**src/rtl/prbs_lane_tester.sv**
```systemverilog
module prbs_lane_tester #(
  parameter logic [31:0] SEED      = 32'h5555_5555,
  parameter int          LOCK_RUN  = 31,
  parameter int          LOSS_ERRS = 4,
  parameter int          LOSS_WIN  = 32,
  parameter int          CNT_W     = 32
) (
  input  logic             clk,
  input  logic             rst,
  input  logic             tx_pause,
  input  logic             inj_req,
  output logic [31:0]      tx_data,
  input  logic [31:0]      rx_data,
  input  logic             rx_valid,
  input  logic             rx_pause,
  output logic             rx_lock,
  output logic             rx_err,
  output logic [CNT_W-1:0] tx_word_cnt,
  output logic [CNT_W-1:0] tx_err_cnt,
  output logic [CNT_W-1:0] rx_word_cnt,
  output logic [CNT_W-1:0] rx_err_cnt
);

  localparam int RUN_W = $clog2(LOCK_RUN + 1);
  localparam logic [CNT_W-1:0] CNT_MAX = {CNT_W{1'b1}};

  function automatic logic [31:0] prbs_step(input logic [31:0] w);
    logic [63:0] e;
    e = {32'b0, w};
    for (int j = 0; j < 32; j++) e[32+j] = e[1+j] ^ e[4+j];
    return e[63:32];
  endfunction

  function automatic logic [CNT_W-1:0] bump(input logic [CNT_W-1:0] c, input logic en);
    return (en && c != CNT_MAX) ? c + CNT_W'(1) : c;
  endfunction

  logic [31:0] gen_q;
  logic        req_q, pend_q;
  wire         inj_edge = inj_req & ~req_q;

  assign tx_data = gen_q ^ {31'b0, pend_q};

  always_ff @(posedge clk) begin
    if (rst) begin
      gen_q       <= SEED;
      req_q       <= 1'b0;
      pend_q      <= 1'b0;
      tx_word_cnt <= '0;
      tx_err_cnt  <= '0;
    end else begin
      req_q       <= inj_req;
      pend_q      <= (pend_q & tx_pause) | inj_edge;
      if (!tx_pause) gen_q <= prbs_step(gen_q);
      tx_word_cnt <= bump(tx_word_cnt, !tx_pause);
      tx_err_cnt  <= bump(tx_err_cnt, pend_q & !tx_pause);
    end
  end

  logic [31:0]         pred_q;
  logic [RUN_W-1:0]    run_q;
  logic [LOSS_WIN-1:0] hist_q;

  wire                rx_act  = rx_valid & ~rx_pause;
  wire                miss    = rx_data != pred_q;
  wire [LOSS_WIN-1:0] hist_nx = {hist_q[LOSS_WIN-2:0], miss};
  assign rx_err = rx_act & rx_lock & miss;
  wire                drop    = rx_err && ($countones(hist_nx) >= LOSS_ERRS);

  always_ff @(posedge clk) begin
    if (rst) begin
      pred_q      <= '0;
      run_q       <= '0;
      hist_q      <= '0;
      rx_lock     <= 1'b0;
      rx_word_cnt <= '0;
      rx_err_cnt  <= '0;
    end else begin
      if (rx_act) begin
        if (!rx_lock) begin
          pred_q <= prbs_step(rx_data);
          if (miss) run_q <= '0;
          else if (run_q == RUN_W'(LOCK_RUN - 1)) begin
            rx_lock <= 1'b1;
            run_q   <= '0;
          end else run_q <= run_q + RUN_W'(1);
        end else if (drop) begin
          rx_lock <= 1'b0;
          hist_q  <= '0;
          run_q   <= '0;
          pred_q  <= prbs_step(rx_data);
        end else begin
          hist_q <= hist_nx;
          pred_q <= prbs_step(pred_q);
        end
      end
      rx_word_cnt <= bump(rx_word_cnt, rx_act & ~rx_err);
      rx_err_cnt  <= bump(rx_err_cnt, rx_err);
    end
  end


  tx_pause_hold_chk: assert property (@(posedge clk) disable iff (rst)
    tx_pause |=> $stable(tx_word_cnt));

  tx_err_unpaused_chk: assert property (@(posedge clk) disable iff (rst)
    (tx_err_cnt != $past(tx_err_cnt)) |-> !$past(tx_pause));

  rx_idle_hold_chk: assert property (@(posedge clk) disable iff (rst)
    !(rx_valid && !rx_pause) |=> ($stable(rx_word_cnt) && $stable(rx_err_cnt) && $stable(rx_lock)));

  lock_rise_active_chk: assert property (@(posedge clk) disable iff (rst)
    $rose(rx_lock) |-> $past(rx_valid && !rx_pause));

  window_bound_chk: assert property (@(posedge clk) disable iff (rst)
    rx_lock |-> ($countones(hist_q) < LOSS_ERRS));

  no_wrap_chk: assert property (@(posedge clk) disable iff (rst)
    1'b1 |=> (tx_word_cnt >= $past(tx_word_cnt) && rx_word_cnt >= $past(rx_word_cnt)));

endmodule

```
**config.mk**
```make
export PLATFORM = sky130hd
export DESIGN_NAME = prbs_lane_tester
export DESIGN_NICKNAME = d
export VERILOG_FILES = /design/src/rtl/prbs_lane_tester.sv
export SDC_FILE = /design/constraint.sdc
export NUM_CORES = 1
export LEC_CHECK = 0
export BUFFER_PORTS_ARGS = -buffer_cell sky130_fd_sc_hd__buf_4
export CAP_MARGIN = 10
export CORE_UTILIZATION = 40
export DETAILED_ROUTE_END_ITERATION = 16
export PLACE_DENSITY = 0.58
export SYNTH_ARGS = -nofsm -noshare
export SYNTH_HDL_FRONTEND = slang
export SYNTH_SLANG_ARGS = --single-unit
```
**constraint.sdc**
```tcl
create_clock -name clk -period 6.3 [get_ports clk]
set_input_delay 1.26 -clock clk [delete_from_list [all_inputs] [get_ports clk]]
set_output_delay 1.26 -clock clk [all_outputs]
set_load 0.005 [all_outputs]
```
# --- Yosys cells after proc, flatten, opt, wreduce, memory -nomap -nowiden ---
# Index checks and enable logic that the tools add are counted.
word_totals:
  register_bits: 231
  input_bits: 38
  output_inout_bits: 162
  word_cells: 182
classes:
  n_addsub: 36
  n_lt_le_gt_ge: 1
  eq_ne: 7
  mux: 11
  n_bitwise: 108
  reduce_logical: 8
op_table:
  columns: ["operator", "count"]
  rows:
  - ["$add 32x1->32 const B", 4]
  - ["$ne 32x32->1 const B", 4]
  - ["$xor 1x1->1", 96]
  - ["$mux 32", 2]
  - ["$add 1x1->2", 16]
  - ["$ne 32x32->1", 1]
  - ["$xor 32x1->32", 1]
  - ["$mux 31", 1]
  - ["$add 2x2->3", 8]
  - ["$mux 5", 4]
  - ["$add 3x3->4", 4]
  - ["$add 4x4->5", 2]
  - ["$and 1x1->1", 7]
  - ["$add 5x5->6", 1]
  - ["$ge 6x3->1 const B", 1]
  - ["$add 5x1->5 const B", 1]
  - ["$eq 5x5->1 const B", 1]
  - ["$logic_and 1x1->1", 5]
  - ["$mux 1", 4]
  - ["$reduce_and 2->1", 2]
  - ["$not 1->1", 3]
  - ["$ne 2x1->1 const B", 1]
  - ["$logic_not 1->1", 1]
  - ["$or 1x1->1", 1]

# --- Depth between registers and ports, before layout ---
depth:
  word_depth: 10
  mapped_depth: 21
  depth_no_buf: 18

# --- Worst setup path after synthesis ---
# OpenSTA, ideal clock, no wires.
synth_path:
  path_type: "input-to-reg"
  start: "in rx_data[25]"
  end: "reg pred_q[10]"
  setup_time_ns: 0.075
  t_arrival_ns: 6.174
  required_time_ns: 6.225
  path_slack_ns: 0.051
  cell_stages: 20
  path_buffers: 2
  path_cell_list: "xor2_1 > nor4_1 > nand4_1 > nor2_1 > inv_1 > fa_1 > inv_1 > fa_1 > fa_1 > fa_1 > inv_1 > ha_1 > fa_1 > and3_1 > o21ai_1 > o21ai_2 > a211o_1 > buf_2 > buf_4 > o22ai_1"
synth_between:
  elab_chain_len: 10
  elab_cells_between_ends: 11
  classes_between: "add/sub: 5; order compare: 1; eq/ne: 1; mux: 2; bitwise: 1; reduce/logical: 1"
synth_lines:
  columns: ["element", "line", "rtl"]
  rows:
  - ["start: declaration", "13", "input logic [31:0] rx_data,"]
  - ["$ne 32x32->1 *", "65", "wire miss = rx_data != pred_q;"]
  - ["$add 1x1->2 (implied by the code)", "68", "wire drop = rx_err && ($countones(hist_nx) >= LOSS_ERRS);"]
  - ["$add 2x2->3 (implied by the code)", "68", null]
  - ["$add 3x3->4 (implied by the code)", "68", null]
  - ["$add 4x4->5 (implied by the code)", "68", null]
  - ["$add 5x5->6 (implied by the code)", "68", null]
  - ["$ge 6x3->1", "68", null]
  - ["$logic_and 1x1->1 *", "68", null]
  - ["$mux 32 *", "87", "end else if (drop) begin"]
  - ["$mux 32 *", "80", "if (!rx_lock) begin"]
  - ["end signal: assignment", "81", "pred_q <= prbs_step(rx_data);"]
  - ["end signal: assignment", "91", "pred_q <= prbs_step(rx_data);"]
  - ["end signal: assignment", "94", "pred_q <= prbs_step(pred_q);"]
  - ["end: declaration", "60", "logic [31:0] pred_q;"]
# Mark *: on every way between the ends. The rest lies on a longest branch, timed or not.
# A chain may end at the register's enable or synchronous reset.

# --- Worst setup path after layout ---
layout_path:
  start: "in rx_data[25]"
  end: "reg pred_q[11]"
# The elaborated chain is that of the path after synthesis.

==> results.ini <==
[run_status]
status = complete, no violations

[floorplan]
row_count = 65
initial_utilization = 0.409
ioPinCount = 200
fp.dieW_microns = 182
coreArea_sq_um = 31700
die_h_microns = 182
dieArea_sq_um = 33200

[grt]
vias_in_the_first_global_route = 10500
grt_antenna_before_repair = 0
global_route_wire_length_before_repair_microns = 55600
gr-usage-all-layers = 0.199
grt_max_degree = 138
gr_ovfl_total = 0

[logic_synthesis]
yosys-mux-area-fraction = 0.0325
post-synth-top-area-cell = dfxtp_1
synth_compound_area_frac = 0.126
dominant_combinational_cell_family_by_area_after_synthesis = simple AND/OR/NAND/NOR gates
synth.top_cells.by_area = dfxtp_1 (36%), xor2_1 (6.3%), xnor2_1 (5.7%), a21oi_1 (4.1%), nor2_1 (4.0%)
synth_adder_area_share = 0.0495
ys_warn_count = 0
netlist.area_leader.share = 0.356
ys_async_sr_fraction = 0
synth-simple-area-share = 0.246
yosysUniqueCellTypes = 60
post_synth_design_cell_area_sq_um = 13000
synth_sequential_area_ratio = 0.356
ys_seq_elements = 231
synth_flop_cell = dfxtp_1
syn_nets = 1589
netlist_instances = 1514
avgSynthCellArea_sq_um = 8.58
synth_enable_flop_cells = 0
synthXorXnorAreaFrac = 0.120

[sta]
timing.final.crit_period_ns = 5.61
fin_worst_skew_ns = 0.0235
share_of_the_cycle_needed_by_the_critical_path_after_routing = 0.890
drv_slew = 0
rsz_0062_raised_after_global_routing = no
tns_ns = 0
worst-slew-pin-transition_ns = 1.06
report.final.setup_viol = 0
final_hold_viol_count = 0
fmaxAchievable_mhz = 178
slew_headroom = 0.295
final_critical_path_setup_slack_ns = 0.690

[power_and_ir_drop]
p_leak_nw = 5.90
vdd.ir_drop.worst_mv = 0.151
power_density_nw_per_um2 = 221

[detailed_routing]
dr_total_vias = 11200
antenna_left = 0
initialDrtViolationCount = 612
remaining_drc_errors = 0
avgRoutedWirePerCell_microns = 16.3
detail_route.vias_per_cell = 5.46
first_pass_iters = 8
drt_wl_total_microns = 33600

[finish]
antenna_cells_inserted = 0
finalCoreUtilization = 0.486
register_area_sq_um = 4620
share_of_final_layout_standard_cells_stronger_than_drive_strength_1 = 0.177
finalNetCount = 1712
synthToLayoutAreaGrowth_pct = 18.7
area_used_by_multi_input_combinational_logic_sq_um = 7470
final_cell_count_no_fill = 2057
filler_cell_count = 3095

[placement]
port-buffer-count = 199
detailedPlace.worstSlack_ns = 0.153
gp_routability_congestion = 0.839
place_inst = 2009
dp_hpwl_microns = 22900

[critical_path]
timing.setup.critical_path_class = in -> reg
crit_required_ns = 6.76
critPathSlowestCell = fa_1
crit_chain = buf_4 > xor2_1 > nor4_1 > nand4_1 > nor2_1 > inv_1 > fa_1 > inv_1 > fa_1 > fa_1 > fa_1 > inv_1 > ha_1 > fa_1 > and3_1 > o21ai_1 > o21ai_2 > a211o_1 > buf_12 > o22ai_1
critPathMaxFanout = 26
type_of_origin_of_the_critical_path = input pin
cp.arrival_ns = 6.07
critical-path-max-stage-delay_ns = 0.49
worst_path_most_repeated_cell = fa_1
worstSetupEndpointType = flip-flop
regToRegSetupSlack_ns = 0.98

[cts]
cts_htree_levels = 1
post_cts_hold_buffer_count = 0
post_cts_resized = 0
postCtsSetupRepairBufs = 0
number_of_buffers_between_clock_root_and_the_deepest_sink = 3
cts.sink_count = 231
cts.root.buffer_cell = clkbuf_16
path_clk_slew_ns = 0.06
insertion_delay_ns = 0.56
tritoncts_clock_tree = done
cts_buffer_count = 28

[run]
max_cap_violations = 0

[worst_hold_path]
holdCritPathClass = reg -> reg

layout by cell type (no fill, tap or decap), drive strengths merged, types with 13 or more instances in the layout:
master and count:
o22ai 27, ha 13, xnor2 84, nand2b 27, nor2 137, a32oi 26, nand2 119, o21ai 20
nor2b 25, fa 24, or3 14, nor3 29, or4 40, mux2 21, nor4 38, dfxtp 231
a21oi 106, buf 213, and3 24, mux2i 17, nand4 44, clkbuf 43, xor2 94, and4 16
o31ai 37, inv 72, nand3 50
power breakdown:
part | total (mW) | switching [mW] | internal (mW)
logic | 0.284 | 0.144 | 0.140
clock network | 1.58 | 0.647 | 0.929
registers | 1.55 | 0.0529 | 1.50
sequential cells by signal, indices dropped and copies added (netlist names):
name and cells:
gen_q 32, hist_q 31, pend_q 1, pred_q 32, req_q 1, run_q 5, rx_err_cnt 32, rx_lock 1
rx_word_cnt 32, tx_err_cnt 32, tx_word_cnt 32
kinds of logic (layout without fill, tap and decap cells):
group | Yosys count | count (layout)
and+or+nand+nor | 585 | 585
AOI/OAI and AO/OA | 254 | 254
DFF | 231 | 231
buffers and inverters | 191 | 332
xor gates and xnor gates | 178 | 178
muxes | 38 | 38
adders and majority gates | 37 | 37
per-layer routing:
layer	GRT usage	vias to the layer above	routed length (microns)
met5	0	-	0
met4	0.0558	0	715
met3	0.0401	47	1760
met2	0.326	221	15800
met1	0.265	5395	15300
li1	-	5560	-
stage by stage:
stage          power [mW]  hold WS, ns  cell area (sq um)
5_1_grt              3.55        0.487              15400
4_1_cts              3.46        0.457              15400
3_3_place_gp         1.86        0.443              14500
2_1_floorplan        1.78        0.436              13000
3_5_place_dp         1.87        0.448              14500
6_report             3.41        0.454              15400
final timing paths:
check	start	end	cells after the start
setup / recovery	rx_data[25]	pred_q[11]	20
setup reg to reg	hist_q[0]	pred_q[11]	16
hold / removal	hist_q[30]	hist_q[30]	2
hold reg to reg	hist_q[30]	hist_q[30]	2
critical path: cells and delay by family:
kind / cells / cell delay [ns]
adder cells (fa/ha/maj): 6 / 2.45
XOR/XNOR: 1 / 0.14
AO/OA/AOI/OAI: 4 / 0.80
AND/OR/NAND/NOR: 4 / 0.93
buffers and inverters: 5 / 0.47
synth_stat cells (all sizes together), types with 40 or more instances:
library cell,number
a21oi,106
buf,56
clkbuf,64
dfxtp,231
inv,71
nand2,119
nand3,50
nand4,44
nor2,137
or4,40
xnor2,84
xor2,94
cell type report:
class	instances	area share
clock inverter	5	0.00276
clock buffer	43	0.0556
timing repair buffer	213	0.107
tap	402	0.0326
sequential	231	0.300
inverter	71	0.0173
multi-input combinational	1092	0.484
No activity file was read; power rests on OpenSTA's default activity.
